<file path="src/rtl/ddr2_init_pkg.sv">
package ddr2_init_pkg;

    typedef enum logic [3:0] {
        ST_IDLE,
        ST_EMR_DLL,
        ST_MRS_DLLRST,
        ST_PRE_ALL,
        ST_REF_A,
        ST_REF_B,
        ST_MRS_OPER,
        ST_EMR_OCD_DFLT,
        ST_EMR_OCD_EXIT,
        ST_GAP,
        ST_LOCK_HOLD,
        ST_DONE
    } init_state_t;

    localparam logic [2:0] CODE_NONE = 3'd0;
    localparam logic [2:0] CODE_PRE  = 3'd2;
    localparam logic [2:0] CODE_MRS  = 3'd3;
    localparam logic [2:0] CODE_REF  = 3'd4;
    localparam logic [2:0] CODE_EMR  = 3'd5;

    // {ras_n, cas_n, we_n}
    localparam logic [2:0] PIN_NOP  = 3'b111;
    localparam logic [2:0] PIN_LMR  = 3'b000;
    localparam logic [2:0] PIN_PRE  = 3'b010;
    localparam logic [2:0] PIN_REF  = 3'b001;

    localparam logic [2:0] OCD_EXIT = 3'b000;
    localparam logic [2:0] OCD_DFLT = 3'b111;

endpackage

</file>
<file path="src/rtl/ddr2_init_timer.sv">
module ddr2_init_timer #(
    parameter int CNT_W = 8
) (
    input  logic             clk,
    input  logic             rst_n,
    input  logic             load,
    input  logic [CNT_W-1:0] load_val,
    output logic             zero
);
    logic [CNT_W-1:0] cnt_q;

    always_ff @(posedge clk) begin
        if (!rst_n) begin
            cnt_q <= '0;
        end else if (load) begin
            cnt_q <= load_val;
        end else if (cnt_q != '0) begin
            cnt_q <= cnt_q - 1'b1;
        end
    end

    assign zero = (cnt_q == '0);
endmodule

</file>
<file path="src/rtl/ddr2_init_cmd_enc.sv">
module ddr2_init_cmd_enc
    import ddr2_init_pkg::*;
#(
    parameter int ROW_W = 13
) (
    input  init_state_t      st,
    input  logic [2:0]       cas_lat,
    input  logic [2:0]       burst_len,
    output logic             cs_n,
    output logic             ras_n,
    output logic             cas_n,
    output logic             we_n,
    output logic [1:0]       ba,
    output logic [ROW_W-1:0] addr,
    output logic [2:0]       step_code,
    output logic             done
);
    logic [2:0] pins;

    always_comb begin
        cs_n      = 1'b0;
        pins      = PIN_NOP;
        ba        = 2'b00;
        addr      = '0;
        step_code = CODE_NONE;
        done      = 1'b0;
        unique case (st)
            ST_IDLE: cs_n = 1'b1;
            ST_EMR_DLL: begin
                pins = PIN_LMR; ba = 2'b01; step_code = CODE_EMR;
                addr[0] = 1'b0; addr[9:7] = OCD_EXIT;
            end
            ST_MRS_DLLRST: begin
                pins = PIN_LMR; ba = 2'b00; step_code = CODE_MRS;
                addr[2:0] = burst_len; addr[6:4] = cas_lat; addr[8] = 1'b1;
            end
            ST_PRE_ALL: begin
                pins = PIN_PRE; step_code = CODE_PRE; addr[10] = 1'b1;
            end
            ST_REF_A, ST_REF_B: begin
                pins = PIN_REF; step_code = CODE_REF;
            end
            ST_MRS_OPER: begin
                pins = PIN_LMR; ba = 2'b00; step_code = CODE_MRS;
                addr[2:0] = burst_len; addr[6:4] = cas_lat; addr[8] = 1'b0;
            end
            ST_EMR_OCD_DFLT: begin
                pins = PIN_LMR; ba = 2'b01; step_code = CODE_EMR;
                addr[9:7] = OCD_DFLT;
            end
            ST_EMR_OCD_EXIT: begin
                pins = PIN_LMR; ba = 2'b01; step_code = CODE_EMR;
                addr[9:7] = OCD_EXIT;
            end
            ST_GAP, ST_LOCK_HOLD: ;
            ST_DONE: done = 1'b1;
            default: cs_n = 1'b1;
        endcase
        {ras_n, cas_n, we_n} = pins;
    end
endmodule

</file>
<file path="src/rtl/ddr2_init_seq.sv">
module ddr2_init_seq
    import ddr2_init_pkg::*;
#(
    parameter int ROW_W    = 13,
    parameter int T_MRD    = 2,
    parameter int T_RP     = 4,
    parameter int T_RFC    = 26,
    parameter int LOCK_CYC = 200
) (
    input  logic             clk,
    input  logic             rst_n,
    input  logic             start,
    input  logic [2:0]       cas_lat,
    input  logic [2:0]       burst_len,
    output logic             cs_n,
    output logic             ras_n,
    output logic             cas_n,
    output logic             we_n,
    output logic [1:0]       ba,
    output logic [ROW_W-1:0] addr,
    output logic [2:0]       step_code,
    output logic             done
);
    localparam int T_MAX  = (T_RFC > T_RP) ? ((T_RFC > T_MRD) ? T_RFC : T_MRD)
                                           : ((T_RP > T_MRD) ? T_RP : T_MRD);
    localparam int GAP_W  = $clog2(T_MAX + 1);
    localparam int LOCK_W = $clog2(LOCK_CYC + 1);
    localparam logic [GAP_W-1:0]  MRD_V  = GAP_W'(T_MRD - 2);
    localparam logic [GAP_W-1:0]  RP_V   = GAP_W'(T_RP - 2);
    localparam logic [GAP_W-1:0]  RFC_V  = GAP_W'(T_RFC - 2);
    localparam logic [LOCK_W-1:0] LOCK_V = LOCK_W'(LOCK_CYC - 1);

    init_state_t      state_q, state_d, ret_q, ret_d;
    logic             gap_load, gap_zero, lock_load, lock_zero;
    logic [GAP_W-1:0] gap_val;

    always_ff @(posedge clk) begin
        if (!rst_n) begin
            state_q <= ST_IDLE;
            ret_q   <= ST_IDLE;
        end else begin
            state_q <= state_d;
            ret_q   <= ret_d;
        end
    end

    always_comb begin
        state_d   = state_q;
        ret_d     = ret_q;
        gap_load  = 1'b0;
        gap_val   = MRD_V;
        lock_load = 1'b0;
        unique case (state_q)
            ST_IDLE:         if (start) state_d = ST_EMR_DLL;
            ST_EMR_DLL:      begin gap_load = 1'b1; ret_d = ST_MRS_DLLRST;   state_d = ST_GAP; end
            ST_MRS_DLLRST:   begin gap_load = 1'b1; lock_load = 1'b1;
                                   ret_d = ST_PRE_ALL;                       state_d = ST_GAP; end
            ST_PRE_ALL:      begin gap_load = 1'b1; gap_val = RP_V;
                                   ret_d = ST_REF_A;                         state_d = ST_GAP; end
            ST_REF_A:        begin gap_load = 1'b1; gap_val = RFC_V;
                                   ret_d = ST_REF_B;                         state_d = ST_GAP; end
            ST_REF_B:        begin gap_load = 1'b1; gap_val = RFC_V;
                                   ret_d = ST_MRS_OPER;                      state_d = ST_GAP; end
            ST_MRS_OPER:     begin gap_load = 1'b1; ret_d = ST_EMR_OCD_DFLT; state_d = ST_GAP; end
            ST_EMR_OCD_DFLT: begin gap_load = 1'b1; ret_d = ST_EMR_OCD_EXIT; state_d = ST_GAP; end
            ST_EMR_OCD_EXIT: begin gap_load = 1'b1; ret_d = ST_LOCK_HOLD;    state_d = ST_GAP; end
            ST_GAP:          if (gap_zero) state_d = ret_q;
            ST_LOCK_HOLD:    if (lock_zero) state_d = ST_DONE;
            ST_DONE:         state_d = ST_DONE;
            default:         state_d = ST_IDLE;
        endcase
    end

    ddr2_init_timer #(.CNT_W(GAP_W)) u_gap (
        .clk(clk), .rst_n(rst_n), .load(gap_load), .load_val(gap_val), .zero(gap_zero)
    );

    ddr2_init_timer #(.CNT_W(LOCK_W)) u_lock (
        .clk(clk), .rst_n(rst_n), .load(lock_load), .load_val(LOCK_V), .zero(lock_zero)
    );

    ddr2_init_cmd_enc #(.ROW_W(ROW_W)) u_enc (
        .st(state_q), .cas_lat(cas_lat), .burst_len(burst_len),
        .cs_n(cs_n), .ras_n(ras_n), .cas_n(cas_n), .we_n(we_n),
        .ba(ba), .addr(addr), .step_code(step_code), .done(done)
    );
endmodule

</file>
<file path="config.mk">
export PLATFORM = sky130hd
export DESIGN_NAME = ddr2_init_seq
export DESIGN_NICKNAME = d
export VERILOG_FILES = /design/src/rtl/ddr2_init_pkg.sv /design/src/rtl/ddr2_init_timer.sv /design/src/rtl/ddr2_init_cmd_enc.sv /design/src/rtl/ddr2_init_seq.sv
export SDC_FILE = /design/constraint.sdc
export NUM_CORES = 1
export LEC_CHECK = 0
export CAP_MARGIN = 20
export CORE_ASPECT_RATIO = 2
export CORE_MARGIN = 8
export CORE_UTILIZATION = 40
export DETAILED_ROUTE_END_ITERATION = 16
export PLACE_DENSITY = 0.7
export SLEW_MARGIN = 0
export SYNTH_ARGS = -nofsm -noshare
export SYNTH_HDL_FRONTEND = slang
export SYNTH_SLANG_ARGS = --single-unit
</file>
<file path="constraint.sdc">
create_clock -name clk -period 1.5 [get_ports clk]
set_input_delay 0.375 -clock clk [delete_from_list [all_inputs] [get_ports clk]]
set_output_delay 0.375 -clock clk [all_outputs]
set_load 0.1 [all_outputs]
</file>
==> flow_summary.yaml <==
outcome:
  status: "complete, but fails checks"
  violations: "setup timing"
setup_path:
  worstSetupPathDepth: 4
  slowest_delay_ns: 0.49
  path_delay_family: "simple AND/OR/NAND/NOR gates"
  crit_buf_inv: 2
  crit_fanout: 7
  rr_worst_depth: 6
  cp.required_ns: 1.12
  slowest_stage: "or4b_4"
  start_kind: "flip-flop"
  worstSetupEndpointType: "output port"
  cp-startpoint: "state_q[1]"
  r2r_start: "state_q[1]"
  endpoint: "addr[8]"
  r2r_slack_ns: -0.25
  worstPathCellList: "buf_6 -> or4b_4 -> nand2_4 -> buf_12"
  reg2reg_to: "u_lock.cnt_q[1]"
  crit_type: "flip-flop to output port"
  crit_arrival_ns: 1.55
timing:
  timing.final.max_slew_violations: 0
  hold_viol: 0
  rsz0062_at_grt: "yes"
  fin_worst_skew_ns: 0.005978
  timing.final.ws_setup_ns: -0.4213
  relSlewSlack_pct: 64.08
  worst_pin_slew_ns: 0.5382
  clock.fmax_ghz: 0.5205
  finalCritPeriodShare_pct: 128.1
  finalSetupViolations: 29
  timing.final.crit_period_ns: 1.921
  setup_tns_ns: -7.397
clock_tree:
  cts_num_sinks: 21
  clkTransAtPathRegs_ns: 0.08
  postCtsHoldBufs: 0
  cts_tree: "done"
  cts_root_buf: "clkbuf_8"
  cts_max_level: 1
  insertion_delay_ns: 0.26
  cts_buffer_depth: 2
  cts_buffers: 3
yosys:
  async_reset_ff_share_pct: 0
  synthDistinctLibCells: 44
  ys_warn_count: 0
  netlist_area_um2: 1232
  synth_edf_count: 0
  synthFlopType: "dfxtp_1"
  seq_area_frac_synth_pct: 34.11
  netlist_instances: 146
  syn_area_per_cell_um2: 8.441
  ys_seq_elements: 21
floorplan:
  rows: 28
  io_pins: 32
  die_area_um2: 5221
  die_height_um: 94.50
  initial_core_util_pct: 41.88
  core_area_um2: 2943
  floorplan.die.width_um: 55.25
grt:
  grt_max_degree: 14
  grt_pass1_vias: 1532
  groute.usage.overall_pct: 15.99
  antenna_found_initial: 0
  gr-total-overflow: 0
  grt_pass1_wl_um: 7065
pwr:
  p_leak_uw: 0.0009727
  max-vdd-ir-drop_mv: 1.399
  cellPowerDensity_nw_per_um2: 1768
  power_uw: 4133
run:
  max_cap_viol_count: 0
min_path:
  hold_class: "flip-flop to flip-flop"
  worstHoldStart: "ret_q[2]"
routing:
  drc: 0
  via_per_inst: 5.763
  dr.first_iter.drc_count: 25
  ant_nets: 0
  first_pass_iters: 4
  dr_total_vias: 1383
  wl_per_cell_um: 17.96
  routed_wl_um: 4311
finish:
  num-fill-cells: 187
  area_growth_pct: 89.75
  final_net_count: 222
  antenna_cells: 0
  drive_above_1_share_pct: 57.14
placed_design:
  gp_congestion: 0.8643
  io_buffer_count: 27
  hpwl_um: 3306
metrics by stage:
step                      std cells  utilization [%]  hold WS [ns]  cell area (µm²)  setup WS, ns
final                           240            79.46        0.5201             2338       -0.4213
after global routing            240            79.46        0.5478             2338       -0.4531
after CTS                       235            76.79        0.5212             2260       -0.4219
after detailed placement        226            70.92        0.4968             2087       -0.2042
after global placement          226            70.92        0.4883             2087       -0.1783
after floorplan                 149                -        0.4323             1471       -0.7381
layout make-up:
| cell class | count | area, µm² | area share, % |
|---|---|---|---|
| sequential | 21 | 441.7 | 18.89 |
| clock inverter | 1 | 5.005 | 0.2140 |
| multi-input combinational | 104 | 938.4 | 40.13 |
| timing repair buffer | 69 | 818.3 | 34.99 |
| inverter | 12 | 56.30 | 2.408 |
| tap | 30 | 37.54 | 1.605 |
| clock buffer | 3 | 41.29 | 1.766 |
Yosys cell counts, drive strengths merged (2+ instances only):
library cell | n | area (µm²)
a21oi | 4 | 20.02
a2bb2oi | 3 | 26.28
a31oi | 5 | 31.28
and2 | 6 | 37.54
buf | 7 | 47.55
clkbuf | 5 | 18.77
dfxtp | 21 | 420.4
ha | 2 | 25.02
inv | 12 | 45.04
nand2 | 9 | 33.78
nand2b | 3 | 18.77
nand4b | 3 | 26.28
nor2 | 7 | 26.28
nor3 | 4 | 20.02
nor4 | 4 | 25.02
nor4b | 2 | 23.77
o211a | 4 | 40.04
o211ai | 2 | 15.01
o21ai | 7 | 35.03
o221a | 2 | 22.52
o22ai | 2 | 12.51
o31a | 2 | 17.52
o31ai | 3 | 22.52
or2 | 2 | 12.51
or3 | 3 | 20.02
or3b | 2 | 17.52
or4 | 4 | 33.78
xnor2 | 4 | 35.03
how the worst min path moves through the flow:
stage	slack (ns)	depth (start not counted)	endpoint
2_1_floorplan	0.43	2	state_q[2]
3_3_place_gp	0.49	2	state_q[2]
3_5_place_dp	0.50	2	ret_q[3]
4_1_cts	0.52	2	state_q[2]
5_1_grt	0.55	2	state_q[2]
6_report	0.52	2	state_q[2]
per-layer routing:
metal	track usage [%]	vias up	routed length [µm]
met5	0	-	0
met4	8.471	0	114
met3	2.554	12	165
met2	33.08	49	2599
met1	13.75	664	1432
li1	-	658	-
power by group:
| part | switching [µW] | total, µW | internal [µW] |
|---|---|---|---|
| Clock | 187 | 372 | 185 |
| Combinational | 1490 | 2870 | 1390 |
| Sequential | 167 | 889 | 722 |
timing repair:
item | in CTS | in global routing
endpoints found under the hold margin | 0 | 0
setup buffers | 5 | 5
gates resized for setup | 21 | 10
endpoints found under the setup margin | 27 | 31
pin swaps | 9 | 9
logic make-up after synthesis:
group	Yosys count	share of synthesized area, %
compound gates	39	23.35
xor+xnor	5	3.553
fa+ha+maj	2	2.030
buf+inv	24	9.036
flops	21	34.11
mux	1	0.9136
other cells	1	0.3043
simple gates	53	26.70
worst register-to-register path, stage by stage (launching register included):
cell,delay [ns]
dfxtp_4,0.41
buf_6,0.13
or4b_4,0.50
buf_4,0.17
buf_6,0.13
o211a_1,0.13
a311oi_2,0.20
flip-flops by register name (all words and copies together), names as in the netlist:
| register | flops |
|---|---|
| state_q | 4 |
| u_gap.cnt_q | 5 |
| u_lock.cnt_q | 8 |
| ret_q | 4 |
placed cells by master (no fill, tap or decap), types with 2 or more instances in the layout:
cell type	netlist	final
o221a_2	2	2
nor2_1	7	3
nor2_2	0	2
o31a_1	2	2
xnor2_1	4	4
nand2_8	0	2
nand2b_4	0	2
nand2_1	9	4
inv_1	12	7
clkinvlp_4	0	3
a2bb2oi_2	0	2
nand2_4	0	3
o211ai_1	2	2
o211a_1	4	4
o22ai_1	2	2
buf_6	0	8
dfxtp_4	0	4
o21ai_0	7	6
nand4b_1	3	3
and2_4	0	6
a31oi_1	5	4
nor2_4	0	2
or4_4	1	3
or3b_4	0	2
conb_1	1	4
a21oi_1	4	4
nor4_1	4	3
nor3_1	4	3
dfxtp_2	0	5
dfxtp_1	21	12
inv_2	0	2
clkdlybuf4s50_1	0	8
clkbuf_8	0	3
o31ai_1	3	3
buf_4	5	33
buf_12	0	20
(Power assumes the default switching activity.)
